[config.mk]
export PLATFORM = sky130hd
export DESIGN_NAME = keyed_wdog
export DESIGN_NICKNAME = d
export VERILOG_FILES = /design/src/rtl/wdg_pkg.sv /design/src/rtl/wdg_wdecode.sv /design/src/rtl/wdg_stage.sv /design/src/rtl/keyed_wdog.sv
export SDC_FILE = /design/constraint.sdc
export NUM_CORES = 1
export LEC_CHECK = 0
export BUFFER_PORTS_ARGS = -buffer_cell sky130_fd_sc_hd__buf_2
export CAP_MARGIN = 40
export CORE_ASPECT_RATIO = 1.4
export CORE_MARGIN = 4
export CORE_UTILIZATION = 53
export DETAILED_ROUTE_END_ITERATION = 10
export MAX_ROUTING_LAYER = met4
export PLACE_DENSITY = 0.86
export SLEW_MARGIN = 20
export SYNTH_ARGS = -nofsm -noshare
export SYNTH_HDL_FRONTEND = slang
export SYNTH_SLANG_ARGS = --single-unit
[constraint.sdc]
create_clock -name clk -period 2.5 [get_ports clk]
set_input_delay 0.25 -clock clk [delete_from_list [all_inputs] [get_ports clk]]
set_output_delay 0.25 -clock clk [all_outputs]
set_load 0.005 [all_outputs]
[src/rtl/wdg_pkg.sv]
package wdg_pkg;
    localparam int KEY_HI = 31;
    localparam int KEY_LO = 24;

    typedef enum logic [1:0] {
        REG_BASE = 2'd0,
        REG_MAIN = 2'd1,
        REG_FLAG = 2'd2
    } wreg_e;
endpackage

[src/rtl/wdg_wdecode.sv]
module wdg_wdecode #(
    parameter int          MAIN_W   = 12,
    parameter int          EN_BIT   = 16,
    parameter logic [7:0]  KEY_BASE = 8'h55,
    parameter logic [7:0]  KEY_MAIN = 8'h5A,
    parameter logic [7:0]  KEY_FLAG = 8'hA5
) (
    input  logic              wr_en,
    input  logic [1:0]        wr_addr,
    input  logic [31:0]       wr_data,
    output logic              base_clr,
    output logic              main_ld,
    output logic              flag_clr,
    output logic [MAIN_W-1:0] ld_val,
    output logic              ld_en
);
    import wdg_pkg::*;

    localparam int          NREG = 3;
    localparam logic [23:0] KEYS = {KEY_FLAG, KEY_MAIN, KEY_BASE};

    logic [NREG-1:0] hit;
    logic            unused_bits;

    // one key comparator per register
    for (genvar i = 0; i < NREG; i++) begin : g_key
        assign hit[i] = wr_en && (wr_addr == 2'(i))
                        && (wr_data[KEY_HI:KEY_LO] == KEYS[8*i +: 8]);
    end

    assign base_clr    = hit[REG_BASE];
    assign main_ld     = hit[REG_MAIN];
    assign flag_clr    = hit[REG_FLAG];
    assign ld_val      = wr_data[MAIN_W-1:0];
    assign ld_en       = wr_data[EN_BIT];
    assign unused_bits = ^wr_data;
endmodule

[src/rtl/wdg_stage.sv]
module wdg_stage #(
    parameter int W = 4
) (
    input  logic [W-1:0] cnt_q,
    input  logic         step,
    input  logic         clr,
    input  logic         load,
    input  logic [W-1:0] load_val,
    input  logic [W-1:0] wrap_val,
    output logic [W-1:0] cnt_d,
    output logic         wrap
);
    // priority: load, then clear, then step
    always_comb begin
        cnt_d = cnt_q;
        wrap  = 1'b0;
        if (load) begin
            cnt_d = load_val;
        end else if (clr) begin
            cnt_d = '0;
        end else if (step) begin
            if (cnt_q == {W{1'b1}}) begin
                cnt_d = wrap_val;
                wrap  = 1'b1;
            end else begin
                cnt_d = cnt_q + 1'b1;
            end
        end
    end
endmodule

[src/rtl/keyed_wdog.sv]
module keyed_wdog #(
    parameter int          BASE_W   = 18,
    parameter int          MAIN_W   = 12,
    parameter int          EN_BIT   = 16,
    parameter logic [7:0]  KEY_BASE = 8'h55,
    parameter logic [7:0]  KEY_MAIN = 8'h5A,
    parameter logic [7:0]  KEY_FLAG = 8'hA5
) (
    input  logic              clk,
    input  logic              rst_n,
    input  logic              wr_en,
    input  logic [1:0]        wr_addr,
    input  logic [31:0]       wr_data,
    output logic [BASE_W-1:0] base_cnt,
    output logic [MAIN_W-1:0] main_cnt,
    output logic              running,
    output logic              ovf_flag,
    output logic              rst_req
);
    typedef struct packed {
        logic [BASE_W-1:0] base;
        logic [MAIN_W-1:0] main;
        logic [MAIN_W-1:0] setv;
        logic              en;
        logic              flag;
        logic              req;
    } wdg_state_t;

    wdg_state_t st_q, st_d;

    logic              base_clr, main_ld, flag_clr, ld_en;
    logic [MAIN_W-1:0] ld_val;
    logic [BASE_W-1:0] base_nxt;
    logic [MAIN_W-1:0] main_nxt;
    logic              base_wrap, main_wrap;

    wdg_wdecode #(
        .MAIN_W(MAIN_W), .EN_BIT(EN_BIT),
        .KEY_BASE(KEY_BASE), .KEY_MAIN(KEY_MAIN), .KEY_FLAG(KEY_FLAG)
    ) u_dec (
        .wr_en(wr_en), .wr_addr(wr_addr), .wr_data(wr_data),
        .base_clr(base_clr), .main_ld(main_ld), .flag_clr(flag_clr),
        .ld_val(ld_val), .ld_en(ld_en)
    );

    // prescaler stage: wraps to zero, cleared by keyed write
    wdg_stage #(.W(BASE_W)) u_base (
        .cnt_q(st_q.base), .step(st_q.en), .clr(base_clr), .load(1'b0),
        .load_val('0), .wrap_val('0), .cnt_d(base_nxt), .wrap(base_wrap)
    );

    // main stage: steps on prescaler wrap, reloads stored setting on overflow
    wdg_stage #(.W(MAIN_W)) u_main (
        .cnt_q(st_q.main), .step(base_wrap), .clr(1'b0), .load(main_ld),
        .load_val(ld_val), .wrap_val(st_q.setv), .cnt_d(main_nxt), .wrap(main_wrap)
    );

    always_comb begin
        st_d      = st_q;
        st_d.base = base_nxt;
        st_d.main = main_nxt;
        if (main_ld) begin
            st_d.setv = ld_val;
            st_d.en   = ld_en;
        end
        // a new overflow outranks a same-cycle flag clear
        st_d.flag = main_wrap | (st_q.flag & ~flag_clr);
        st_d.req  = main_wrap;
    end

    always_ff @(posedge clk or negedge rst_n) begin
        if (!rst_n) st_q <= '0;
        else        st_q <= st_d;
    end

    assign base_cnt = st_q.base;
    assign main_cnt = st_q.main;
    assign running  = st_q.en;
    assign ovf_flag = st_q.flag;
    assign rst_req  = st_q.req;
endmodule

==> summary.md, run 1 <==
| Metric | Value |
|---|---|
| Pre-antenna DRT Iters | `4` |
| Delay-heaviest family, CP | `simple AND/OR/NAND/NOR gates` |
| TritonCTS clock tree | `yes` |
| Routability cong. | `0.858` |
| Min-delay src | `wr_data[9]` |
| Sink Count | `45` |
| YS warnings | `0` |
| Die Y | `92.6 um` |
| DR vias/cell | `5.79` |
| FF-to-FF path depth | `6` |
| GRT overflow | `0` |
| Post-layout nets | `362` |
| Vias in the first global route | `2,225` |
| Synth unique cells | `57` |
| CP required | `2.74 ns` |
| Async SR Flop Fraction | `1.00` |
| Fin Hold WS | `0.158 ns` |
| Final min period | `2.12 ns` |
| Max-cap check violation count | `0` |
| Synth Instances | `294` |
| Ant diodes | `0` |
| Fin Setup TNS | `0 ns` |
| Final max-slew violation count | `0` |
| EDFF count, synth | `0` |
| Final setup fails | `0` |
| RR Endpoint | `main_cnt[6]$_DFFE_PN0P_` |
| Post-DR wirelength/cell | `15.9 um` |
| Unrepaired setup endpoints after global routing | `no` |
| Slowest-stage cell, CP | `dfrtp_1` |
| Period utilisation layout | `0.848` |
| Maximum number of pins on one net before global-route repair | `33` |
| Arr. time, crit path | `2.36 ns` |
| First-pass GRT wire length | `10,200 um` |
| Initial antenna violation count | `0` |
| Initial Utilization | `0.555` |
| CP Capture Type | `flip-flop` |
| Max incr delay on CP | `0.47 ns` |
| Top FF cell, synth | `dfrtp_1` |
| Fin worst setup slack | `0.379 ns` |
| GR Util All Layers | `0.215` |
| Post-placement setup slack | `0.392 ns` |
| CP Launch Type | `flip-flop` |
| Avg Cell Area, Syn | `9.21 um^2` |
| Worst-skew pair later-pin latency | `0.30 ns` |
| Power Density | `577 nW/um^2` |
| Worst Hold End | `st_q[12]$_DFFE_PN0P_` |
| WS Path Type | `flip-flop to flip-flop` |
| Sequential fraction of the synthesis area | `0.416` |
| Fin Clk Skew | `0.00921 ns` |
| Num rows | `30` |
| Port-buffer cells | `58` |
| Ratio of cells with drive above 1 in the final layout | `0.272` |
| DP HPWL | `4620 um` |
| Most used cell, CP | `and3_1` |
| Hold WC Path Type | `primary input to flip-flop` |
| CTS Root Cell | `clkbuf_8` |
| Maximum clock insertion buffer count | `2` |
| Clk pin slew, worst setup/hold paths | `0.09 ns` |
| Iteration-0 DRC Markers | `96` |
| DRT antenna net count | `0` |
| Crit path buf inv count | `0` |
| Worst hold stages | `3` |
| Peak VDD IR | `0.000671 V` |
| Synthesis-stage register bit count | `45` |
| Via count | `2,245` |
| IO Pins | `70` |
| Routed Wire Length | `6170 um` |
| DRC | `0` |
| Status | `completed` |
| Pleak | `0.00143 uW` |
| Crit Path Max Fanout | `8` |
| Final Hold Fails | `0` |
| Die Wd | `68.4 um` |
| Total core area | `4880 um^2` |
| Die Area | `6330 um^2` |
| H-tree Lvls | `2` |
| Tightest Pin Transition | `0.554 ns` |
| Num CTS Buffers | `5` |
| Area Growth Syn to Fin | `8.92%` |
| Post-synthesis cell area | `2710 um^2` |
| Worst reg2reg startpoint | `main_cnt[0]$_DFFE_PN0P_` |
| Achievable frequency | `0.471 GHz` |
| Syn_nets | `333` |
| Slew HR | `0.629` |
| Reg2reg setup slack | `0.38 ns` |
| Critical-path cell list | `ha_1 -> and3_1 -> and3_1 -> a211oi_1 -> or4_1 -> nand3_1` |
state kept, by name, summed over array words and instances (netlist names):
| signal | cells |
|---|---|
| base_cnt | 18 |
| main_cnt | 12 |
| ovf_flag | 1 |
| rst_req | 1 |
| running | 1 |
| st_q | 12 |
worst reg2reg max path, cell delays in order (launching register included):
cell	delay, ns
dfrtp_1	0.47
ha_1	0.25
and3_1	0.33
and3_1	0.35
a211oi_1	0.11
or4_1	0.46
nand3_1	0.09
area by class of cell:
type	instances	area (um^2)
fillers	413	1930
multi-input cells	203	1280
flip-flops and latches	45	1130
repair buffers	63	343
clock buffers	7	96.3
well taps	64	80.1
inverters	5	18.8
clock inverters	1	5.00
power by group:
group	total, uW	internal, uW	leakage, uW	switching [uW]
logic	313	157	0.000782	157
clock network	495	250	0.0000542	245
registers	893	796	0.000598	97.5
total	1700	1200	0.00143	499
Yosys cell counts, types with 3 or more instances:
cell type,instances,area (um^2)
clkbuf_1,5,18.8
or4_1,3,22.5
xor2_1,6,52.6
buf_2,3,15.0
nand2_1,47,176
xnor2_1,7,61.3
nand3_1,18,90.1
o211ai_1,3,22.5
nor3_1,4,20.0
and4_1,6,52.6
nor4_1,3,18.8
nand4_1,7,43.8
mux2i_1,5,50.1
o21ai_0,7,35.0
and3_1,3,18.8
mux2_2,3,33.8
buf_4,31,233
a21o_1,3,22.5
o31ai_1,5,37.5
nand4b_1,3,26.3
inv_1,5,18.8
dfrtp_1,45,1130
nor2_1,21,78.8
a21oi_1,9,45.0
cells by family (layout without fill, tap and decap cells):
| kind of cell | count (synthesis) | in the layout | synth area share |
|---|---|---|---|
| simple gates | 134 | 134 | 0.268 |
| compound gates | 46 | 46 | 0.123 |
| buf+inv | 46 | 76 | 0.111 |
| flops | 45 | 45 | 0.416 |
| xor+xnor | 13 | 13 | 0.0421 |
| mux | 8 | 8 | 0.0310 |
| fa+ha+maj | 2 | 2 | 0.00924 |
metal layers:
metal,vias up,global-route usage,share of wire
li1,1084,-,-
met1,1066,0.235,0.38
met2,81,0.375,0.54
met3,14,0.0376,0.055
met4,0,0.0829,0.019
met5,-,-,0
stage by stage:
step | cells | utilization | instance area (um^2) | total power [uW]
after floorplan | 294 | - | 2710 | 1150
after CTS | 388 | 0.604 | 2950 | 1730
after detailed placement | 379 | 0.581 | 2840 | 1220
after global placement | 378 | 0.577 | 2820 | 1200
final | 388 | 0.604 | 2950 | 1700
after global routing | 388 | 0.604 | 2950 | 1810
how the worst max path moves through the flow:
stage | depth (start not counted) | slack [ns] | start | to
5_1_grt | 6 | 0.25 | main_cnt[0]$_DFFE_PN0P_ | main_cnt[6]$_DFFE_PN0P_
6_report | 6 | 0.38 | main_cnt[0]$_DFFE_PN0P_ | main_cnt[6]$_DFFE_PN0P_
3_5_place_dp | 6 | 0.39 | main_cnt[0]$_DFFE_PN0P_ | main_cnt[6]$_DFFE_PN0P_
4_1_cts | 6 | 0.37 | main_cnt[0]$_DFFE_PN0P_ | main_cnt[6]$_DFFE_PN0P_
2_1_floorplan | 8 | 0.63 | main_cnt[0]$_DFFE_PN0P_ | main_cnt[6]$_DFFE_PN0P_
3_3_place_gp | 6 | 0.45 | main_cnt[0]$_DFFE_PN0P_ | main_cnt[6]$_DFFE_PN0P_
cells in the final DEF, fill, tap and decap left out, drive strengths merged, types with 4 or more instances in the layout:
master	n
nand3	19
inv	5
buf	62
nand2	47
nor3	4
nand4	8
o31ai	5
clkbuf	7
dfrtp	45
a21oi	9
mux2i	5
xnor2	7
and4	8
o21ai	8
xor2	6
nor2	22
timing repair:
| action | in CTS | in global routing |
|---|---|---|
| hold buffers | 1 | 0 |
| hold endpoints to repair | 13 | 0 |
| resized for setup | 0 | 0 |
| setup buffers | 0 | 0 |
(Power assumes the default switching activity.)
==> run 2: changes to the inputs <==
--- a/config.mk
+++ b/config.mk
@@ -9,10 +9,10 @@
 export CAP_MARGIN = 40
 export CORE_ASPECT_RATIO = 1.4
 export CORE_MARGIN = 4
-export CORE_UTILIZATION = 53
+export CORE_UTILIZATION = 48
 export DETAILED_ROUTE_END_ITERATION = 10
 export MAX_ROUTING_LAYER = met4
-export PLACE_DENSITY = 0.86
+export PLACE_DENSITY = 0.82
 export SLEW_MARGIN = 20
 export SYNTH_ARGS = -nofsm -noshare
 export SYNTH_HDL_FRONTEND = slang
==> constraint.sdc (replaced) <==
create_clock -name clk -period 1.74 [get_ports clk]
set_input_delay 0.174 -clock clk [delete_from_list [all_inputs] [get_ports clk]]
set_output_delay 0.174 -clock clk [all_outputs]
set_load 0.005 [all_outputs]
==> run 2 against run 1 <==
  * Setup slack worse by 0.35 ns
  * Sequential share of layout area is 4.6 points lower
  * Design area is 14% higher
  * Register-to-register slack worse by 0.35 ns
  * Maximum frequency is 24% higher
  * Routed wire length is 16% higher
  * Combinational power is 98% higher
  * Clock-buffer cell count is 2 lower
  * First-iteration DRC count is 110% higher
  * Cell count is 11% higher
  * Global-route usage is 0.53 points lower
  * Critical endpoint unchanged
  * Largest cell class unchanged
  * Largest power group unchanged
==> summary.md, run 2 (synthesized netlist as in run 1, its figures left out) <==
| Metric | Value |
|---|---|
| WL met2 | `4110 um (+22%)` |
| CP required | `1.99 ns (-0.75 ns)` |
| Critical-path cell list | `ha_2 -> and3_4 -> and3_2 -> a211oi_1 -> or4_1 -> nand3_1` |
| Die Area | `6920 um^2 (+9.3%)` |
| Peak VDD IR | `0.000671 V (about the same)` |
| Unrepaired setup endpoints after global routing | `yes` |
| Max incr delay on CP | `0.46 ns (about the same)` |
| Fin worst setup slack | `0.0333 ns (-0.346 ns)` |
| WS Path Type | `flip-flop to flip-flop` |
| Die Y | `96.8 um (+4.6%)` |
| Final setup fails | `0 (unchanged)` |
| Crit Path Max Fanout | `4 (-4)` |
| Ratio of cells with drive above 1 in the final layout | `0.382 (+0.110)` |
| Slew HR | `0.623 (-0.00561)` |
| Max-cap check violation count | `0 (unchanged)` |
| Via count | `2,465 (+9.8%)` |
| Achievable frequency | `0.586 GHz (+24%)` |
| CP Capture Type | `flip-flop` |
| Setup Buffers After CTS | `0 (unchanged)` |
| Pleak | `0.00169 uW (+18%)` |
| Slowest-stage cell, CP | `or4_1` |
| CP Launch Type | `flip-flop` |
| Fin Clk Skew | `0.0171 ns (+0.00784 ns)` |
| Fin Hold WS | `0.0783 ns (-0.0801 ns)` |
| Num rows | `32 (+6.7%)` |
| Post-placement setup slack | `-0.0857 ns (-0.477 ns)` |
| Port-buffer cells | `58 (unchanged)` |
| DRT antenna net count | `0 (unchanged)` |
| Iteration-0 DRC Markers | `201 (+110%)` |
| Maximum number of pins on one net before global-route repair | `24 (-27%)` |
| Routability cong. | `0.881 (+2.6%)` |
| Final min period | `1.71 ns (-0.414 ns)` |
| Arr. time, crit path | `1.96 ns (-0.40 ns)` |
| Status | `completed` |
| Ant diodes | `0 (unchanged)` |
| Hold WC Path Type | `primary input to flip-flop` |
| Met1 Routed Length | `2580 um (+9.6%)` |
| DP HPWL | `5410 um (+17%)` |
| Num CTS Buffers | `5 (unchanged)` |
| IO Pins | `70 (unchanged)` |
| DRC | `0 (unchanged)` |
| TritonCTS clock tree | `yes` |
| CTS Root Cell | `clkbuf_8` |
| Most frequent cells in the layout | `buf_2, nand2_1, dfrtp_1, buf_4, nor2_1` |
| Met3 wire len | `326 um (-3.6%)` |
| Fin Setup TNS | `0 ns (unchanged)` |
| Final Hold Fails | `0 (unchanged)` |
| Post-layout nets | `402 (+11%)` |
| GRT overflow | `0 (unchanged)` |
| GR Util All Layers | `0.210 (-0.00532)` |
| Pre-antenna DRT Iters | `4 (unchanged)` |
| Top Metal Used | `met4` |
| Period utilisation layout | `0.981 (+0.132)` |
| Dpl cell area | `3160 um^2 (+11%)` |
| Power Density | `833 nW/um^2 (+44%)` |
| Commonest non-fill, non-tap cell in the layout | `buf_2` |
| Total core area | `5490 um^2 (+12%)` |
| Area Growth Syn to Fin | `24.1%` |
| Tightest Pin Transition | `0.565 ns (+0.0114 ns)` |
| Initial Utilization | `0.493 (-0.0612)` |
| First-pass GRT wire length | `11,300 um (+11%)` |
| H-tree Lvls | `2 (unchanged)` |
| Maximum clock insertion buffer count | `2 (unchanged)` |
| Sink Count | `45 (unchanged)` |
| DR vias/cell | `5.71 (-1.4%)` |
| Die Wd | `71.5 um (+4.5%)` |
| Post-DR wirelength/cell | `16.6 um (+4.2%)` |
| Worst-skew pair later-pin latency | `0.31 ns (about the same)` |
| Initial antenna violation count | `0 (unchanged)` |
| Vias in the first global route | `2,502 (+12%)` |
| Number of flip-flops in the largest register | `18 (unchanged)` |
| Fin area | `3360 um^2 (+14%)` |
| Routed Wire Length | `7160 um (+16%)` |
| Clk pin slew, worst setup/hold paths | `0.10 ns (about the same)` |
| Fill cell count | `472 (+14%)` |
| Final max-slew violation count | `0 (unchanged)` |
==> run 2: cell types whose count changed in the layout (fill, tap and decap cells not counted), moves of 2 or more <==
cell       delta
clkbuf_8      -2
o21ai_1       +2
o31ai_1       -2
and3_1        -2
and4_4        +2
o21ai_0       -2
nand2_1       -2
buf_4        +38
bufinv_16     +2
==> run 2: power breakdown <==
group | switching (uW) | total, uW | internal [uW]
registers | 83.4 | 1230 | 1140
clock network | 382 | 953 | 571
logic | 308 | 619 | 311
total | 773 | 2800 | 2030
==> run 2: metrics by stage <==
step                power [uW]  std cells  utilization
detailed placement        1870        423        0.576
finish                    2800        432        0.612
global placement          1830        423        0.576
CTS                       2820        432        0.606
global route              2950        432        0.612
floorplan                 1660        294            -
==> run 2: final cells by class <==
| class | count | area (um^2) | area share |
|---|---|---|---|
| multi-input cells | 203 | 1340 | 0.397 |
| flip-flops and latches | 45 | 1130 | 0.336 |
| repair buffers | 103 | 659 | 0.196 |
| well taps | 68 | 85.1 | 0.0253 |
| clock buffers | 5 | 68.8 | 0.0205 |
| clock inverters | 3 | 65.1 | 0.0194 |
| inverters | 5 | 18.8 | 0.00559 |
==> run 2: repair_timing <==
action,CTS,global route
setup endpoints to repair,6,24
hold buffers,1,0
cloned,0,0
pin swaps,1,5
gates resized for setup,7,12
hold endpoints to repair,22,0
==> run 2: worst paths after layout <==
kind	from	end	slack, ns	cells after the start
max	main_cnt[0]$_DFFE_PN0P_	main_cnt[6]$_DFFE_PN0P_	0.03	6
max reg2reg	main_cnt[0]$_DFFE_PN0P_	main_cnt[6]$_DFFE_PN0P_	0.03	6
max in group asynchronous	rst_n	st_q[3]$_DFFE_PN0P_	0.83	3
min reg2reg	st_q[5]$_DFFE_PN0P_	st_q[5]$_DFFE_PN0P_	0.49	1
min	wr_data[1]	st_q[4]$_DFFE_PN0P_	0.08	3
min in group asynchronous	rst_n	main_cnt[6]$_DFFE_PN0P_	0.38	2
==> run 2: worst max-delay path: cells and delay by family (launching register included) <==
kind	cells	cell delay, ns
compound gates	1	0.09
fa+ha+maj	1	0.19
flops	1	0.39
simple gates	4	0.97
==> run 2: per-layer routing <==
layer | GRT usage | vias to the layer above
li1 | - | 1158
met1 | 0.213 | 1203
met2 | 0.390 | 88
met3 | 0.0322 | 16
met4 | 0.0839 | 0
met5 | - | -
